===== config.mk =====
export PLATFORM = sky130hd
export DESIGN_NAME = irq_dist_regs
export DESIGN_NICKNAME = d
export VERILOG_FILES = /design/src/rtl/dist_pkg.sv /design/src/rtl/dist_line_map.sv /design/src/rtl/dist_bit_bank.sv /design/src/rtl/dist_byte_bank.sv /design/src/rtl/irq_dist_regs.sv
export SDC_FILE = /design/constraint.sdc
export NUM_CORES = 2
export LEC_CHECK = 0
export CAP_MARGIN = 0
export CORE_MARGIN = 4
export CORE_UTILIZATION = 55
export DETAILED_ROUTE_END_ITERATION = 10
export PLACE_DENSITY = 0.72
export RECOVER_POWER = 50
export SETUP_SLACK_MARGIN = 0.3
export SLEW_MARGIN = 20
export SYNTH_ARGS = -nofsm -noshare
export SYNTH_HDL_FRONTEND = slang
export SYNTH_HIERARCHICAL = 1
export SYNTH_SLANG_ARGS = --single-unit

===== constraint.sdc =====
create_clock -name clk -period 12.8 [get_ports clk]
set_input_delay 3.2 -clock clk [delete_from_list [all_inputs] [get_ports clk]]
set_output_delay 3.2 -clock clk [all_outputs]
set_load 0.02 [all_outputs]

===== src/rtl/dist_pkg.sv =====
package dist_pkg;
  // Write operation applied to one word of a state bank
  typedef enum logic [1:0] {
    WM_NONE   = 2'd0,
    WM_DIRECT = 2'd1,
    WM_SET    = 2'd2,
    WM_CLEAR  = 2'd3
  } wmode_e;

  localparam int PRIV_IDS   = 32;
  localparam int PRIO_PRIV_W = PRIV_IDS / 4;  // banked priority words
endpackage


===== src/rtl/dist_line_map.sv =====
// Reorders the flat line vector into slot order: private slots first
// (cpu*32 + id), shared slots after (NUM_CPU*32 + id - 32).
module dist_line_map #(
  parameter int NUM_IRQ = 64,
  parameter int NUM_CPU = 2,
  parameter int SLOTS   = NUM_CPU * 32 + NUM_IRQ - 32
) (
  input  logic [SLOTS-1:0] lines_in,
  output logic [SLOTS-1:0] slot_lines
);
  localparam int SHARED = NUM_IRQ - 32;
  localparam int PRIV   = NUM_CPU * 32;

  for (genvar k = 0; k < PRIV; k++) begin : g_priv
    assign slot_lines[k] = lines_in[SHARED + k];
  end
  for (genvar s = 0; s < SHARED; s++) begin : g_shared
    assign slot_lines[PRIV + s] = lines_in[s];
  end
endmodule


===== src/rtl/dist_bit_bank.sv =====
// One bit of state per slot, organised as 32-bit words.
module dist_bit_bank
  import dist_pkg::*;
#(
  parameter int WORDS = 3,
  parameter int IW    = (WORDS > 1) ? $clog2(WORDS) : 1
) (
  input  logic                clk,
  input  logic                rst,
  input  wmode_e              mode,
  input  logic [IW-1:0]       widx,
  input  logic [31:0]         wdata,
  input  logic [31:0]         wen,
  input  logic [WORDS*32-1:0] hw_set,
  output logic [WORDS*32-1:0] state
);
  logic [WORDS*32-1:0] nxt;
  logic [31:0]         cur;

  always_comb begin
    nxt = state | hw_set;
    cur = nxt[widx*32 +: 32];
    case (mode)
      WM_DIRECT: nxt[widx*32 +: 32] = (cur & ~wen) | (wdata & wen);
      WM_SET:    nxt[widx*32 +: 32] = cur | wdata;
      WM_CLEAR:  nxt[widx*32 +: 32] = cur & ~wdata;
      default:   ;
    endcase
  end

  always_ff @(posedge clk) begin
    if (rst) state <= '0;
    else     state <= nxt;
  end
endmodule


===== src/rtl/dist_byte_bank.sv =====
// Word array holding packed byte fields (priorities, targets, sources).
module dist_byte_bank
  import dist_pkg::*;
#(
  parameter int WORDS = 8,
  parameter int IW    = (WORDS > 1) ? $clog2(WORDS) : 1
) (
  input  logic          clk,
  input  logic          rst,
  input  wmode_e        mode,
  input  logic [IW-1:0] idx,
  input  logic [31:0]   wdata,
  output logic [31:0]   rdata
);
  logic [31:0] mem [WORDS];

  always_ff @(posedge clk) begin
    if (rst) begin
      for (int i = 0; i < WORDS; i++) mem[i] <= '0;
    end else begin
      case (mode)
        WM_DIRECT: mem[idx] <= wdata;
        WM_SET:    mem[idx] <= mem[idx] | wdata;
        WM_CLEAR:  mem[idx] <= mem[idx] & ~wdata;
        default:   ;
      endcase
    end
  end

  assign rdata = mem[idx];
endmodule


===== src/rtl/irq_dist_regs.sv =====
module irq_dist_regs
  import dist_pkg::*;
#(
  parameter int NUM_IRQ = 64,
  parameter int NUM_CPU = 2,
  parameter int CW      = (NUM_CPU > 1) ? $clog2(NUM_CPU) : 1,
  parameter int SLOTS   = NUM_CPU * 32 + NUM_IRQ - 32
) (
  input  logic             clk,
  input  logic             rst,
  input  logic             acc_en,
  input  logic             acc_wr,
  input  logic [CW-1:0]    acc_cpu,
  input  logic [9:0]       acc_word,
  input  logic [31:0]      acc_wdata,
  output logic [31:0]      acc_rdata,
  input  logic [SLOTS-1:0] irq_lines
);
  localparam int BWORDS = SLOTS / 32;
  localparam int PWORDS = NUM_CPU * PRIO_PRIV_W + (NUM_IRQ - 32) / 4;
  localparam int TWORDS = (NUM_IRQ - 32) / 4;
  localparam int SWORDS = NUM_CPU * 4;
  localparam int BIW    = (BWORDS > 1) ? $clog2(BWORDS) : 1;
  localparam int PIW    = (PWORDS > 1) ? $clog2(PWORDS) : 1;
  localparam int TIW    = (TWORDS > 1) ? $clog2(TWORDS) : 1;
  localparam int SIW    = (SWORDS > 1) ? $clog2(SWORDS) : 1;
  localparam logic [31:0] TYPE_VAL =
    32'(NUM_IRQ / 32 - 1) | (32'(NUM_CPU - 1) << 5);

  // ---------------- address decode ----------------
  logic       wr_go, rd_go;
  logic [2:0] bkind;
  logic [4:0] bw;
  logic [7:0] pw;
  logic [5:0] tw;
  logic       bit_hit, prio_hit, tgt_hit, tgt_priv, trg_hit;
  logic       sgi_clr_hit, sgi_set_hit;
  logic [BIW-1:0] bit_slot, trg_slot;
  logic [PIW-1:0] prio_slot;
  logic [TIW-1:0] tgt_slot;
  logic [SIW-1:0] sgi_slot;

  assign wr_go = acc_en & acc_wr;
  assign rd_go = acc_en & ~acc_wr;
  assign bkind = acc_word[7:5];
  assign bw    = acc_word[4:0];
  assign pw    = acc_word[7:0];
  assign tw    = acc_word[5:0];

  assign bit_hit  = (acc_word[9:8] == 2'b00) && (bkind != 3'd0) &&
                    (32'(bw) < NUM_IRQ / 32);
  assign prio_hit = (acc_word[9:8] == 2'b01) && (32'(pw) < NUM_IRQ / 4);
  assign tgt_hit  = (acc_word[9:8] == 2'b10) && (32'(pw) < NUM_IRQ / 4);
  assign tgt_priv = (32'(pw) < PRIO_PRIV_W);
  assign trg_hit  = (acc_word[9:6] == 4'hC) && (32'(tw) < NUM_IRQ / 16);
  assign sgi_clr_hit = (acc_word[9:2] == 8'hF1);
  assign sgi_set_hit = (acc_word[9:2] == 8'hF2);

  assign bit_slot  = (bw == 5'd0) ? BIW'(acc_cpu)
                                  : BIW'(32'(NUM_CPU) + 32'(bw) - 32'd1);
  assign trg_slot  = (tw[5:1] == 5'd0) ? BIW'(acc_cpu)
                                       : BIW'(32'(NUM_CPU) + 32'(tw[5:1]) - 32'd1);
  assign prio_slot = tgt_priv ? PIW'(32'(acc_cpu) * 32'(PRIO_PRIV_W) + 32'(pw))
                              : PIW'(32'(NUM_CPU * PRIO_PRIV_W) + 32'(pw) - 32'(PRIO_PRIV_W));
  assign tgt_slot  = TIW'(32'(pw) - 32'(PRIO_PRIV_W));
  assign sgi_slot  = SIW'(32'(acc_cpu) * 32'd4 + 32'(acc_word[1:0]));

  // ---------------- write modes ----------------
  wmode_e m_grp, m_en, m_pend, m_act, m_trg, m_prio, m_tgt, m_sgi;

  always_comb begin
    m_grp = WM_NONE; m_en = WM_NONE; m_pend = WM_NONE; m_act = WM_NONE;
    m_trg = WM_NONE; m_prio = WM_NONE; m_tgt = WM_NONE; m_sgi = WM_NONE;
    if (wr_go && bit_hit) begin
      case (bkind)
        3'd1:    m_grp  = WM_DIRECT;
        3'd2:    m_en   = WM_SET;
        3'd3:    m_en   = WM_CLEAR;
        3'd4:    m_pend = WM_SET;
        3'd5:    m_pend = WM_CLEAR;
        3'd6:    m_act  = WM_SET;
        3'd7:    m_act  = WM_CLEAR;
        default: ;
      endcase
    end
    if (wr_go && trg_hit)              m_trg  = WM_DIRECT;
    if (wr_go && prio_hit)             m_prio = WM_DIRECT;
    if (wr_go && tgt_hit && !tgt_priv) m_tgt  = WM_DIRECT;
    if (wr_go && sgi_set_hit)          m_sgi  = WM_SET;
    if (wr_go && sgi_clr_hit)          m_sgi  = WM_CLEAR;
  end

  // trigger: keep only the edge bit of each 2-bit field
  logic [15:0] edge_w;
  logic [31:0] trg_wdata, trg_wen;
  always_comb begin
    for (int k = 0; k < 16; k++) edge_w[k] = acc_wdata[2*k+1];
  end
  assign trg_wdata = tw[0] ? {edge_w, 16'h0} : {16'h0, edge_w};
  assign trg_wen   = tw[0] ? 32'hFFFF_0000 : 32'h0000_FFFF;

  // ---------------- line mapping and pending ----------------
  logic [SLOTS-1:0] slot_lines, prev_lines, edge_set, pend_view;
  logic [SLOTS-1:0] grp_st, en_st, pend_st, act_st, trg_st;

  dist_line_map #(.NUM_IRQ(NUM_IRQ), .NUM_CPU(NUM_CPU), .SLOTS(SLOTS)) map_i (
    .lines_in(irq_lines), .slot_lines(slot_lines));

  always_ff @(posedge clk) begin
    if (rst) prev_lines <= '0;
    else     prev_lines <= slot_lines;
  end
  assign edge_set  = slot_lines & ~prev_lines & trg_st;
  assign pend_view = pend_st | (slot_lines & ~trg_st);

  // ---------------- state banks ----------------
  dist_bit_bank #(.WORDS(BWORDS), .IW(BIW)) grp_i (
    .clk, .rst, .mode(m_grp), .widx(bit_slot), .wdata(acc_wdata),
    .wen('1), .hw_set('0), .state(grp_st));
  dist_bit_bank #(.WORDS(BWORDS), .IW(BIW)) en_i (
    .clk, .rst, .mode(m_en), .widx(bit_slot), .wdata(acc_wdata),
    .wen('1), .hw_set('0), .state(en_st));
  dist_bit_bank #(.WORDS(BWORDS), .IW(BIW)) pend_i (
    .clk, .rst, .mode(m_pend), .widx(bit_slot), .wdata(acc_wdata),
    .wen('1), .hw_set(edge_set), .state(pend_st));
  dist_bit_bank #(.WORDS(BWORDS), .IW(BIW)) act_i (
    .clk, .rst, .mode(m_act), .widx(bit_slot), .wdata(acc_wdata),
    .wen('1), .hw_set('0), .state(act_st));
  dist_bit_bank #(.WORDS(BWORDS), .IW(BIW)) trg_i (
    .clk, .rst, .mode(m_trg), .widx(trg_slot), .wdata(trg_wdata),
    .wen(trg_wen), .hw_set('0), .state(trg_st));

  logic [31:0] prio_rd, tgt_rd, sgi_rd;
  dist_byte_bank #(.WORDS(PWORDS), .IW(PIW)) prio_i (
    .clk, .rst, .mode(m_prio), .idx(prio_slot), .wdata(acc_wdata), .rdata(prio_rd));
  dist_byte_bank #(.WORDS(TWORDS), .IW(TIW)) tgt_i (
    .clk, .rst, .mode(m_tgt), .idx(tgt_slot), .wdata(acc_wdata), .rdata(tgt_rd));
  dist_byte_bank #(.WORDS(SWORDS), .IW(SIW)) sgi_i (
    .clk, .rst, .mode(m_sgi), .idx(sgi_slot), .wdata(acc_wdata), .rdata(sgi_rd));

  logic ctrl_en;
  always_ff @(posedge clk) begin
    if (rst)                              ctrl_en <= 1'b0;
    else if (wr_go && acc_word == 10'd0)  ctrl_en <= acc_wdata[0];
  end

  // ---------------- read path ----------------
  logic [31:0] rd_nxt, trg_word;
  logic [15:0] trg_half;
  assign trg_word = trg_st[trg_slot*32 +: 32];
  assign trg_half = tw[0] ? trg_word[31:16] : trg_word[15:0];

  always_comb begin
    rd_nxt = '0;
    if (acc_word == 10'd0)       rd_nxt = {31'd0, ctrl_en};
    else if (acc_word == 10'd1)  rd_nxt = TYPE_VAL;
    else if (bit_hit) begin
      case (bkind)
        3'd1:       rd_nxt = grp_st[bit_slot*32 +: 32];
        3'd2, 3'd3: rd_nxt = en_st[bit_slot*32 +: 32];
        3'd4, 3'd5: rd_nxt = pend_view[bit_slot*32 +: 32];
        default:    rd_nxt = act_st[bit_slot*32 +: 32];
      endcase
    end
    else if (prio_hit) rd_nxt = prio_rd;
    else if (tgt_hit)  rd_nxt = tgt_priv ? {4{8'(32'd1 << acc_cpu)}} : tgt_rd;
    else if (trg_hit) begin
      for (int k = 0; k < 16; k++) rd_nxt[2*k+1] = trg_half[k];
    end
    else if (sgi_clr_hit || sgi_set_hit) rd_nxt = sgi_rd;
  end

  always_ff @(posedge clk) begin
    if (rst)        acc_rdata <= '0;
    else if (rd_go) acc_rdata <= rd_nxt;
  end
endmodule


==> Yosys cells after proc, flatten, opt, wreduce, memory -nomap -nowiden <==
Memories as Yosys holds them, arrays and structs flattened.
Index checks and enable logic that the tools add are counted.
{ "totals": {"ff_bits": 609, "ramBits": 1280, "in_bits": 143, "mem_count": 3} }
{ "classes": {"add_sub_neg": 11, "order_cmp": 4, "eq_ne": 37, "shifts": 21, "muxes": 123, "bitwise": 38, "reduce_logical": 29} }
{ "memory_table": {"columns": ["memory", "words", "width", "read_ports", "rd_clocked_by_memory_dff", "write_ports", "line", "text"], "rows": [
  ["prio_i.mem", 24, 32, 1, 0, 24, "dist_byte_bank.sv:15", "logic [31:0] mem [WORDS];"],
  ["sgi_i.mem", 8, 32, 1, 0, 8, "dist_byte_bank.sv:15", null],
  ["tgt_i.mem", 8, 32, 1, 0, 8, "dist_byte_bank.sv:15", null]
]} }
{ "ops": {"columns": ["operator", "count"], "rows": [
  ["96-bit bitwise mux", 15],
  ["96-bit case mux with 3 select lines", 5],
  ["32-bit by 34-bit variable part select with 96-bit output", 12],
  ["32-bit 2-to-1 mux", 18],
  ["96-bit by 8-bit variable part select with 32-bit output", 6],
  ["32-bit bitwise AND", 10],
  ["96-bit bitwise AND", 3],
  ["32-bit bitwise OR", 9],
  ["96-bit NOT", 2],
  ["96-bit bitwise OR", 2],
  ["32-bit by 34-bit variable shift with 96-bit output (first input constant)", 2],
  ["32-bit NOT", 3],
  ["32-bit case mux with 3 select lines", 1],
  ["32-bit OR reduction", 3],
  ["1-bit 2-to-1 mux", 69],
  ["7-bit negator with 34-bit output", 2],
  ["2-bit == test (second input constant)", 9],
  ["1-bit by 2-bit == test with 1-bit output (second input constant)", 8],
  ["8-bit == test (second input constant)", 2],
  ["16-bit 2-to-1 mux", 1],
  ["3-bit nonzero test", 5],
  ["2-bit 2-to-1 mux", 7],
  ["1-bit logical AND", 13],
  ["3-bit == test (second input constant)", 4],
  ["30 further kinds", 52]
]} }

==> Logic depth before layout (Yosys ltp) <==
{ "logic_depth": {"word_depth": 13, "ltp_mapped": 16, "depth_no_buf": 12} }

==> By module <==
The synthesis kept the hierarchy.
{ "modules_own_cells": {"columns": ["mod", "instances", "cells_per_inst", "area_each_um2", "seq_area_each_um2"], "rows": [
  ["dist_byte_bank (prio_i)", 1, 3180, 47135.2, 30749.5],
  ["dist_byte_bank (sgi_i ...)", 2, 926, 11979.0, 7687.4],
  ["dist_bit_bank (en_i ...)", 4, 573, 4760.8, 1921.8],
  ["irq_dist_regs", 1, 1482, 11135.7, 2582.5],
  ["dist_bit_bank (act_i)", 1, 573, 4740.8, 1921.8],
  ["dist_line_map", 1, 96, 720.7, 0.0]
]} }

==> Worst setup path after synthesis <==
No wires, ideal clock.
{ "synth_timing": {"path_type": "input-to-reg", "from": "in acc_word[6]", "to": "mem prio_i.mem[28][0], enable pin", "setup_time_ns": 0.502, "t_arrival_ns": 7.714, "slack_ns": 4.584, "path_stages": 8, "path_buffers": 3, "cell_sequence": "buf_2 nor3_2 nand3_1 mux2_2 buf_2 buf_4 nand3_1 nor4_1"} }
{ "synth_rtl": {"columns": ["element", "line", "text"], "rows": [
  ["from (decl)", "irq_dist_regs.sv:14", "input logic [9:0] acc_word,"],
  ["to (decl)", "dist_byte_bank.sv:15", null]
]} }

==> impl.org <==
** Synthesis
- Counting every instance in the synthesized netlist gives 9475.
- Count of different cell masters after synthesis :: 100
- After synthesis the netlist holds a flip-flop and latch count of 2145.
- Count of yosys warnings during synthesis :: 6
- Post-Synthesis Mean Instance Area :: 11.3 um^2
- Counting flops with a built-in enable in the synthesized netlist gives 1536.
- In the synthesized netlist the async set-or-reset flop fraction comes to 0%.
- Among all flip-flop cells after synthesis, the most frequent one is sky130_fd_sc_hd__edfxtp_1.
- Register area share after synthesis :: 54.6%
- The synthesized netlist occupies a cell area of 107000 um^2.

** STA
- Slew of the pin with the lowest slew margin :: 3.56 ns
- For the final routed database, the setup TNS stands at 0 ns.
- Period minus WS final :: 10.16 ns
- Final Cycle Share :: 79.4%
- Setup repair after global routing left no endpoint under its margin.
- Setup violations remaining at the end of the flow were counted as 0.
- Final-report hold violation count :: 0
- Number of slew-limit violations in the final report :: 2745
- On the final layout, the worst clock skew is 0.0367 ns.
- Timing would allow up to 98.4 MHz.
- In this run the tightest slew margin relative to its limit is -137%.

** Setup path
- By instance count, the cell type seen most on the critical path is sky130_fd_sc_hd__clkbuf_1.
- In this run the worst path has a maximum fanout of 47.
- The critical path goes through clkbuf_1 -> clkbuf_1 -> o21bai_1 -> or3_1 -> clkbuf_1 -> nand2b_4.
- For this design, the slowest cell found on the critical path is sky130_fd_sc_hd__clkbuf_1.
- Cell family with most CP delay :: buffers and inverters
- RR Endpoint :: acc_rdata[20]
- Reg-to-reg critical path startpoint :: prio_i/mem[7][20]
- Worst-case reg-to-reg path depth :: 7
- R2r setup slk :: 9.80 ns
- Worst Setup Start Kind :: input port
- Required time at the worst-slack endpoint :: 13.18 ns
- Data on the critical path arrives at its endpoint at 10.54 ns.
- The worst setup path is captured at a flip-flop.
- Counting both buffers and inverters, the worst setup path holds a total of 3.
- Critical path type :: in2reg
- In this design, the stage delay of the slowest critical-path cell is 2.37 ns.

** Floorplanning
- Standard-cell rows :: 161
- Measured along the y axis, the die boundary spans 449 um.
- In this run the standard cell core region covers 193000 um^2.
- Die outline width :: 449 um
- Area of the die :: 201000 um^2
- Once the floorplan was initialized, standard cells occupied 55.4% of the core.
- Pin placement for this block handled 175 I/O pins.

** Clock network
- Clock-pin slew was measured on the worst setup and hold paths at 0.06 ns.
- Depth of the CTS H-tree :: 4
- For this design, the CTS-stage hold fixing added 0 buffers.
- Post-CTS resize count :: 0
- CTS sink count :: 2145
- CTS max path bufs :: 3
- TritonCTS built the clock tree.
- Cell chosen for the clock root :: sky130_fd_sc_hd__clkbuf_16
- At the later pin of the worst-skew pair, clock insertion delay measures 0.88 ns.
- Post-CTS Repair Setup Buffers :: 0
- Number of clock buffers inserted by TritonCTS :: 220

** Placement
- Buffers placed on the I/O ports in this run total 174.
- Placed Cells :: 12200
- Estimated wirelength of the detail-placed design :: 252000 um
- Routability-driven placement finished with a final weighted congestion of 1.00.

** Drt
- After detailed routing, the average wire length per cell comes to 32.3 um.
- Post-route ant nets :: 0
- Number of vias per cell :: 6.89
- For this block, the routed nets add up to 408000 um of wire.
- After the first detailed-routing iteration, the DRC count stood at 13400.
- Summing over every cut layer, the via total after detailed routing is 87000.
- Count of unresolved DRC violations after routing :: 2
- Number of iterations in the first detailed-routing pass :: 7

** Hold path
- In this run the most critical hold path is launched from acc_rdata[8].
- The path class of the tightest hold or removal check is reg2reg.
- Worst Hold Depth :: 1
- Worst hold endpoint :: acc_rdata[8]

** Final layout
- Share of the core filled with cells in the final layout :: 61.2%
- The finished layout holds 12600 standard cells, fillers aside.
- Synthesis-to-finish area growth :: 10.5%
- Cells with a size suffix above 1 make up 14.6% of the layout.
- The net count of the finished layout is 10100.

** Run status
- Failing checks :: DRC, capacitance limit, slew limit
- Result of the run :: finished, violations left

** Global routing
- In the global route stage, overall resource usage came out at 38.9%.
- The first global-routing pass estimated 575000 um of wire.
- Number of antenna violations at the first check in global routing :: 29
- The via count of the first global-routing pass was 82000.
- Entering global routing, the biggest net connects 118 pins.
- Grt ovf :: 0

** Power and ir drop
- Worst-case vdd ir drop :: 0.156 mV
- Leakage component of the power :: 43.5 nW
- Power density cells :: 138 nW/um^2

** Run
- Across the run, the number of max-cap violations was 100.
sequential cells by signal, indices dropped and copies added, names as in the netlist:
register / cells
tgt_i/mem: 256
grp_i/state: 96
trg_i/state: 96
prio_i/mem: 1024
sgi_i/mem: 256
pend_i/state: 96
acc_rdata: 32
en_i/state: 96
ctrl_en: 1
act_i/state: 96
prev_lines: 96
power breakdown:
part           total (mW)  internal, mW  leakage, nW  switching, mW
Sequential           7.90          7.74         20.5          0.161
Combinational        1.92         0.558         19.5           1.36
Clock                6.45          3.66         3.49           2.79
Total                16.3          12.0         43.5           4.31
layout by cell type, fill, tap and decap left out, types with 33 or more instances in the layout:
master / netlist / final
sky130_fd_sc_hd__edfxtp_1: 1536 / 1536
sky130_fd_sc_hd__o22ai_1: 1028 / 1028
sky130_fd_sc_hd__nor2_1: 938 / 930
sky130_fd_sc_hd__a21oi_1: 720 / 830
sky130_fd_sc_hd__mux2i_1: 772 / 772
sky130_fd_sc_hd__conb_1: 2 / 648
sky130_fd_sc_hd__dfxtp_1: 609 / 609
sky130_fd_sc_hd__nand2_1: 553 / 535
sky130_fd_sc_hd__a21oi_2: 583 / 472
sky130_fd_sc_hd__clkbuf_16: 0 / 221
sky130_fd_sc_hd__nand2b_1: 221 / 188
sky130_fd_sc_hd__or3_1: 165 / 165
sky130_fd_sc_hd__o311a_1: 160 / 160
sky130_fd_sc_hd__clkbuf_1: 445 / 157
sky130_fd_sc_hd__buf_4: 142 / 154
sky130_fd_sc_hd__a31oi_2: 138 / 138
sky130_fd_sc_hd__nor2b_1: 136 / 129
sky130_fd_sc_hd__inv_1: 104 / 104
sky130_fd_sc_hd__clkdlybuf4s50_1: 0 / 101
sky130_fd_sc_hd__o21ai_0: 58 / 70
sky130_fd_sc_hd__mux2_2: 64 / 64
sky130_fd_sc_hd__a221oi_1: 63 / 63
sky130_fd_sc_hd__nor4_1: 71 / 61
sky130_fd_sc_hd__or2_2: 57 / 59
sky130_fd_sc_hd__dlygate4sd3_1: 0 / 56
sky130_fd_sc_hd__a21o_1: 58 / 47
sky130_fd_sc_hd__clkinv_1: 0 / 42
sky130_fd_sc_hd__nor3_1: 42 / 41
sky130_fd_sc_hd__o21ai_2: 51 / 39
sky130_fd_sc_hd__a22o_1: 33 / 33
cells by family after synthesis:
logic type,share of synthesized area (%)
and+or+nand+nor,10.2
xor gates and xnor gates,0.00821
other,0.00704
adders and majority gates,0.293
muxes,8.58
DFF,54.6
buffers and inverters,4.88
AOI/OAI and AO/OA,21.4
how the worst max path moves through the flow:
stage | from | to | slack (ns) | cells past startpoint
floorplan | acc_word[6] | prio_i/mem[28][0] | 4.58 | 8
global placement | acc_word[3] | acc_rdata[13] | 4.50 | 14
detailed placement | acc_word[0] | act_i/state[56] | 4.56 | 13
CTS | acc_word[0] | act_i/state[52] | 5.45 | 13
global route | rst | tgt_i/mem[2][23] | 2.71 | 6
finish | rst | tgt_i/mem[2][23] | 2.64 | 6
final cells by class:
| cell class | instances | area (um^2) |
|---|---|---|
| fillers | 15400 | 74800 |
| flip-flops and latches | 2145 | 58300 |
| multi-input cells | 6999 | 45600 |
| well taps | 2526 | 3160 |
| repair buffers | 429 | 3320 |
| diodes | 16 | 40.0 |
| clock inverters | 110 | 1120 |
| clock buffers | 297 | 6010 |
| inverters | 109 | 412 |
layer usage:
layer,up-vias,global-route usage [%],share of wire (%)
met2,7021,56.6,42
met4,16,28.1,8.9
met5,-,0,0.025
li1,36300,-,-
met3,1612,12.8,15
met1,42000,48.5,34
synth_stat cells (160+ instances only):
cell / instances / share of area, %
sky130_fd_sc_hd__clkbuf_1: 445 / 1.6
sky130_fd_sc_hd__edfxtp_1: 1536 / 43
sky130_fd_sc_hd__nand2_1: 553 / 1.9
sky130_fd_sc_hd__buf_2: 160 / 0.75
sky130_fd_sc_hd__a21oi_2: 583 / 4.8
sky130_fd_sc_hd__o22ai_1: 1028 / 6.0
sky130_fd_sc_hd__mux2i_1: 772 / 7.2
sky130_fd_sc_hd__o311a_1: 160 / 1.5
sky130_fd_sc_hd__or3_1: 165 / 0.97
sky130_fd_sc_hd__nor2_1: 938 / 3.3
sky130_fd_sc_hd__nand2b_1: 221 / 1.3
sky130_fd_sc_hd__a21oi_1: 720 / 3.4
sky130_fd_sc_hd__dfxtp_1: 609 / 11
per-stage QoR:
stage / power [mW] / hold WS (ns) / area (um^2) / worst slack (ns)
global route: 16.6 / 0.498 / 118000 / 2.71
floorplan: 9.15 / 0.455 / 109000 / 4.58
finish: 16.3 / 0.478 / 118000 / 2.64
CTS: 16.2 / 0.483 / 119000 / 5.45
detailed placement: 9.84 / 0.465 / 112000 / 4.56
global placement: 9.79 / 0.462 / 112000 / 4.50
Note: power is estimated with default switching activity, not from simulation.
